**src/rtl/ddr2_init_pkg.sv**
```systemverilog
package ddr2_init_pkg;

  // command codes (word bits 2:0)
  localparam logic [2:0] CMD_MRS  = 3'b000;
  localparam logic [2:0] CMD_REF  = 3'b001;
  localparam logic [2:0] CMD_PRE  = 3'b010;
  localparam logic [2:0] CMD_NOP  = 3'b111;

  // mode register select codes (word bits 5:3)
  localparam logic [2:0] SEL_MR   = 3'b000;
  localparam logic [2:0] SEL_EMR1 = 3'b001;
  localparam logic [2:0] SEL_EMR2 = 3'b010;
  localparam logic [2:0] SEL_EMR3 = 3'b011;

  localparam int unsigned STEPS = 14;
  localparam int unsigned IDX_W = $clog2(STEPS);

  typedef enum logic [1:0] {
    STEP_CMD,
    STEP_WAIT_PWR,
    STEP_WAIT_MRD
  } step_kind_e;

  typedef struct packed {
    step_kind_e  kind;
    logic [2:0]  cmd;
    logic [2:0]  sel;
    logic [14:0] addr;
  } step_t;

  function automatic logic [31:0] pack_word(input logic rank, input step_t s);
    return {10'd0, rank, s.addr, s.sel, s.cmd};
  endfunction

endpackage

```
**src/rtl/ddr2_init_step_rom.sv**
```systemverilog
module ddr2_init_step_rom
  import ddr2_init_pkg::*;
(
  input  logic [IDX_W-1:0] idx,
  output step_t            step
);
  localparam logic [14:0] A10 = 15'h0400;

  always_comb begin
    step = '{kind: STEP_CMD, cmd: CMD_NOP, sel: SEL_MR, addr: 15'h0};
    unique case (idx)
      IDX_W'(0):  step.cmd  = CMD_NOP;
      IDX_W'(1):  step.kind = STEP_WAIT_PWR;
      IDX_W'(2):  begin step.cmd = CMD_PRE; step.addr = A10; end
      IDX_W'(3):  begin step.cmd = CMD_MRS; step.sel = SEL_EMR2; end
      IDX_W'(4):  begin step.cmd = CMD_MRS; step.sel = SEL_EMR3; end
      IDX_W'(5):  begin step.cmd = CMD_MRS; step.sel = SEL_EMR1; step.addr = 15'h0404; end
      IDX_W'(6):  begin step.cmd = CMD_MRS; step.addr = 15'h0362; end
      IDX_W'(7):  begin step.cmd = CMD_PRE; step.addr = A10; end
      IDX_W'(8):  step.cmd  = CMD_REF;
      IDX_W'(9):  step.cmd  = CMD_REF;
      IDX_W'(10): begin step.cmd = CMD_MRS; step.addr = 15'h0262; end
      IDX_W'(11): step.kind = STEP_WAIT_MRD;
      IDX_W'(12): begin step.cmd = CMD_MRS; step.sel = SEL_EMR1; step.addr = 15'h0784; end
      IDX_W'(13): begin step.cmd = CMD_MRS; step.sel = SEL_EMR1; step.addr = 15'h0404; end
      default:    step.cmd  = CMD_NOP;
    endcase
  end
endmodule

```
**src/rtl/ddr2_init_timer.sv**
```systemverilog
module ddr2_init_timer #(
  parameter int unsigned W = 8
) (
  input  logic         clk,
  input  logic         rst_n,
  input  logic         clr,
  output logic [W-1:0] count
);
  always_ff @(posedge clk) begin
    if (!rst_n || clr)        count <= '0;
    else if (count != '1)     count <= count + 1'b1;
  end
endmodule

```
**src/rtl/ddr2_init_seq.sv**
```systemverilog
module ddr2_init_seq
  import ddr2_init_pkg::*;
#(
  parameter int unsigned CLK_PERIOD_NS = 20,
  parameter int unsigned TPWR_NS       = 400,
  parameter int unsigned MRD_WAIT_CLKS = 200
) (
  input  logic        clk,
  input  logic        rst_n,
  input  logic        go_i,
  input  logic        rank1_en_i,
  output logic        cmd_valid_o,
  input  logic        cmd_ready_i,
  output logic [31:0] cmd_word_o,
  output logic        busy_o,
  output logic        done_o
);
  localparam int unsigned PWR_RAW      = (TPWR_NS + CLK_PERIOD_NS - 1) / CLK_PERIOD_NS;
  localparam int unsigned NOP_WAIT_CYC = (PWR_RAW < 1) ? 1 : PWR_RAW;
  localparam int unsigned MRD_CYC      = (MRD_WAIT_CLKS < 1) ? 1 : MRD_WAIT_CLKS;
  localparam int unsigned MAX_WAIT     = (NOP_WAIT_CYC > MRD_CYC) ? NOP_WAIT_CYC : MRD_CYC;
  localparam int unsigned WAIT_W       = $clog2(MAX_WAIT + 1);
  localparam logic [IDX_W-1:0] LAST    = IDX_W'(STEPS - 1);

  logic             running, rank, r1en_q, done_q;
  logic [IDX_W-1:0] idx;
  step_t            cur;
  logic [WAIT_W-1:0] tcnt;
  logic             wait_hit, adv, is_cmd;

  ddr2_init_step_rom u_rom (.idx(idx), .step(cur));

  ddr2_init_timer #(.W(WAIT_W)) u_timer (
    .clk(clk), .rst_n(rst_n), .clr(adv || !running), .count(tcnt)
  );

  assign is_cmd   = (cur.kind == STEP_CMD);
  assign wait_hit = ((cur.kind == STEP_WAIT_PWR) && (tcnt == WAIT_W'(NOP_WAIT_CYC - 1))) ||
                    ((cur.kind == STEP_WAIT_MRD) && (tcnt == WAIT_W'(MRD_CYC - 1)));
  assign adv      = running && (is_cmd ? cmd_ready_i : wait_hit);

  always_ff @(posedge clk) begin
    if (!rst_n) begin
      running <= 1'b0;
      idx     <= '0;
      rank    <= 1'b0;
      r1en_q  <= 1'b0;
      done_q  <= 1'b0;
    end else begin
      done_q <= 1'b0;
      if (!running) begin
        if (go_i) begin
          running <= 1'b1;
          idx     <= '0;
          rank    <= 1'b0;
          r1en_q  <= rank1_en_i;
        end
      end else if (adv) begin
        if (idx == LAST) begin
          if (!rank && r1en_q) begin
            rank <= 1'b1;
            idx  <= '0;
          end else begin
            running <= 1'b0;
            done_q  <= 1'b1;
          end
        end else begin
          idx <= idx + 1'b1;
        end
      end
    end
  end

  assign cmd_valid_o = running && is_cmd;
  assign cmd_word_o  = cmd_valid_o ? pack_word(rank, cur) : 32'h0;
  assign busy_o      = running;
  assign done_o      = done_q;
endmodule

```
**config.mk**
```make
export PLATFORM = sky130hd
export DESIGN_NAME = ddr2_init_seq
export DESIGN_NICKNAME = d
export VERILOG_FILES = /design/src/rtl/ddr2_init_pkg.sv /design/src/rtl/ddr2_init_step_rom.sv /design/src/rtl/ddr2_init_timer.sv /design/src/rtl/ddr2_init_seq.sv
export SDC_FILE = /design/constraint.sdc
export NUM_CORES = 1
export LEC_CHECK = 0
export BUFFER_PORTS_ARGS = -buffer_cell sky130_fd_sc_hd__buf_2
export CORE_MARGIN = 4
export CORE_UTILIZATION = 56
export CTS_CLUSTER_SIZE = 16
export DETAILED_ROUTE_END_ITERATION = 7
export PLACE_DENSITY_LB_ADDON = 0.05
export SLEW_MARGIN = 20
export SYNTH_ARGS = -nofsm -noshare
export SYNTH_HDL_FRONTEND = slang
export SYNTH_HIERARCHICAL = 1
export SYNTH_SLANG_ARGS = --single-unit
```
**constraint.sdc**
```tcl
create_clock -name clk -period 4.41 [get_ports clk]
set_input_delay 0.441 -clock clk [delete_from_list [all_inputs] [get_ports clk]]
set_output_delay 0.441 -clock clk [all_outputs]
set_load 0.05 [all_outputs]
```
==> flow_metrics.tcl <==
set metrics [dict create \
    synth.largest_area_cell "dfxtp_1" \
    total_routed_length_um 2880 \
    core-area_sq_um 2450 \
    first_pass_grt_wire_length_um 4810 \
    antenna_found_initial 0 \
    numClockSinks 16 \
    netlist_area_sq_um 1430 \
    hold_path.class "in2reg" \
    clock_slew_seen_by_the_registers_of_the_worst_setup_and_hold_paths_ns 0.09 \
    post_cts_buffers 0 \
    clock-skew-final_ns 0.00525 \
    timing.final.crit_period_ns 3.13 \
    detailedPlacementHpwl_um 2100 \
    max_slew.worst_pin.slew_ns 0.877 \
    placement_rows 18 \
    critPathSlowestCell "dfxtp_1" \
    combPwrFrac_pct 25.7 \
    layout-drive-gt1-share_pct 19.2 \
    timing.hold.worst_endpoint "r1en_q" \
    clock_tree_from_tritoncts "done" \
    globalRouteTotalUtil_pct 17.3 \
    finalCoreUtilization_pct 58.9 \
    pin_count_of_the_biggest_net_entering_global_routing 34 \
    yosysWarningCount 6 \
    finalSetupViolations 0 \
    n_antenna_cell 0 \
    rr_endpoint "idx[0]" \
    ys_seq_area_share_pct 22.5 \
    post-route-period-util_pct 71.0 \
    post_synth_main_area_contributors "dfxtp_1, buf_4, and3_1" \
    regToRegStartpoint "idx[0]" \
    ys_top_cells_by_count "and3_1, buf_4, dfxtp_1, a21oi_1, nor2_1" \
    cellInternalPower_w 0.000193 \
    path_depth 6 \
    final_hold_viol_count 0 \
    power.net_switching_w 0.000119 \
    drt-wirelength-per-cell_um 12.9 \
    post_synth_and_or_nand_nor_area_fraction_pct 35.1 \
    fp.dieH_um 58.4 \
    fp.dieW_um 58.4 \
    yosys.cell_count.top_type "and3_1" \
    cts_inserted_buffers 3 \
    drt_drc_violations_left 0 \
    run_status "finished clean" \
    max_stage_delay_ns 0.72 \
    synthXorXnorAreaFrac_pct 1.23 \
    fmax_ghz 0.320 \
    post_cts_resize_count 0 \
    die_area_sq_um 3420 \
    slew_headroom_pct 41.5 \
    regToRegSetupSlack_ns 1.28 \
    synth.top_cell.area_share_pct 22.5 \
    setup_repair_after_global_routing_missed_its_margin "false" \
    timing.critical_path.from_type "register" \
    worst_skew_pair.late_latency_ns 0.28 \
    worst-endpoint-required_ns 4.63 \
    worst_hold_path.num_cells 3 \
    syn_avg_cell_area_sq_um 7.79 \
    io_pins 40 \
    cts_root_buf "clkbuf_4" \
    ys.flop_type "dfxtp_1" \
    drtPass1Iterations 4 \
    deepest_clock_path_buffer_count 2 \
    synth_edf_count 0 \
    finalSetupTns_ns 0 \
    drt.antenna.violating_nets 0 \
    slew_viol_final 0 \
    cp_cell_sequence "nor4b_1, nor2_2, nor4_2, a31oi_4, or4_1, a21oi_1" \
    synthCells 183 \
    p_leak_nw 0.624 \
    seq_power_share_pct 49.8 \
    timing.critical_path.to_type "register" \
    path_class "reg2reg" \
    synth_fa_ha_area_share_pct 2.63 \
    min_from "rank1_en_i" \
    place_congestion 0.764 \
    synth-seq-cells 16 \
    ctsHoldBuffers 0 \
    drt-initial-drc-count 66 \
    first_global_vias 1059 \
    netlist-cell-type-count 53 \
    synth.area.mux_share_pct 0 \
    htreeDepth 1 \
    syn2layout_area_growth_pct 1.41 \
    routed_via_density 5.65 \
    async_reset_ff_share_pct 0 \
    remaining_overflow_grt 0 \
    clockPowerShare_pct 24.4 \
    final_net_count 203 \
    synth_top_family_by_area "simple AND/OR/NAND/NOR gates" \
    initial_utilization_pct 58.1 \
    maxCapViolations 0 \
    detailroute.via_count 1261 \
    power_switching_share_pct 38.0 \
    cp_max_fo 25 \
    critical_path_arrival_ns 3.35 \
    critical_path_buf_inv_count 0 \
    worst_r2r_path_depth 6 \
    io_buffers 21 \
    vdd.ir_drop.worst_v 0.000182 \
    synth_compound_gate_area_share_pct 21.3 \
    power.density_nw_per_um2 216 \
    timing.critical_path.max_delay_family "simple AND/OR/NAND/NOR gates" \
]
metrics by stage:
| step | cells | setup slack, ns | total power [W] | hold WS (ns) | cell area [sq um] |
|---|---|---|---|---|---|
| 3_5_place_dp | 220 | 1.18 | 0.000238 | 0.527 | 1420 |
| 6_report | 223 | 1.28 | 0.000312 | 0.387 | 1450 |
| 2_1_floorplan | 199 | 1.74 | 0.000240 | 0.487 | 1490 |
| 5_1_grt | 223 | 1.05 | 0.000329 | 0.432 | 1450 |
| 4_1_cts | 223 | 1.16 | 0.000313 | 0.382 | 1440 |
| 3_3_place_gp | 220 | 1.37 | 0.000237 | 0.511 | 1420 |
worst min-delay path: stages:
cell	delay (ns)
buf_2	0.08
a21oi_1	0.05
nor2_1	0.07
flip-flops by register name, summed over array words and instances (netlist names):
signal         count
idx                4
busy_o             1
done_o             1
rank               1
r1en_q             1
u_timer/count      8
how the worst max path moves through the flow:
| stage | end | startpoint | slack (ns) |
|---|---|---|---|
| after floorplan | idx[0] | idx[0] | 1.74 |
| after global placement | idx[0] | idx[0] | 1.37 |
| after detailed placement | idx[0] | idx[0] | 1.18 |
| after CTS | idx[0] | idx[0] | 1.16 |
| after global routing | idx[0] | idx[0] | 1.05 |
| final | idx[0] | idx[0] | 1.28 |
cell families (layout without fill, tap and decap cells):
logic type,after synthesis,after routing
and+or+nand+nor,80,80
other,2,18
xor gates and xnor gates,2,2
DFF,16,16
buffers and inverters,38,32
adders and majority gates,3,3
AOI/OAI and AO/OA,42,42
per-layer routing:
layer / vias up / wire length, um / track usage [%] / part of all wire, %
li1: 655 / - / - / -
met1: 584 / 1290 / 23.4 / 45
met2: 22 / 1490 / 29.2 / 52
met3: 0 / 109 / 3.51 / 3.8
met4: 0 / 0 / 1.66 / 0
met5: - / 0 / 0 / 0
power groups by stage:
stage | registers (W) | logic (W) | clock network [W]
after floorplan | 0.000155 | 0.0000850 | 0
after global placement | 0.000158 | 0.0000785 | 0
after detailed placement | 0.000159 | 0.0000792 | 0
after CTS | 0.000155 | 0.0000794 | 0.0000784
after global routing | 0.000157 | 0.0000852 | 0.0000869
final | 0.000156 | 0.0000802 | 0.0000763
cell usage in the layout (no fill, tap or decap), types with 2 or more instances in the layout:
master / count
o21ai_0: 6
nand3b_1: 2
or3b_1: 2
conb_1: 18
nor3b_1: 2
xnor2_1: 2
clkbuf_4: 3
a21oi_1: 13
nor4b_1: 2
and3_1: 23
nand4_1: 3
nor3_1: 8
and2_1: 2
nand2b_1: 4
nand3_1: 4
o41ai_1: 2
a31oi_1: 3
nand2_1: 7
buf_2: 21
a211oi_1: 4
inv_1: 7
dfxtp_1: 16
nor2_1: 8
a21o_1: 2
ha_1: 3
cell type report:
type | count | area, sq um
Fill cell | 255 | 1010
Multi-Input combinational cell | 145 | 930
Sequential cell | 16 | 320
Timing Repair Buffer | 21 | 105
Tap cell | 30 | 37.5
Inverter | 8 | 30.0
Clock buffer | 3 | 22.5
(Power assumes the default switching activity.)
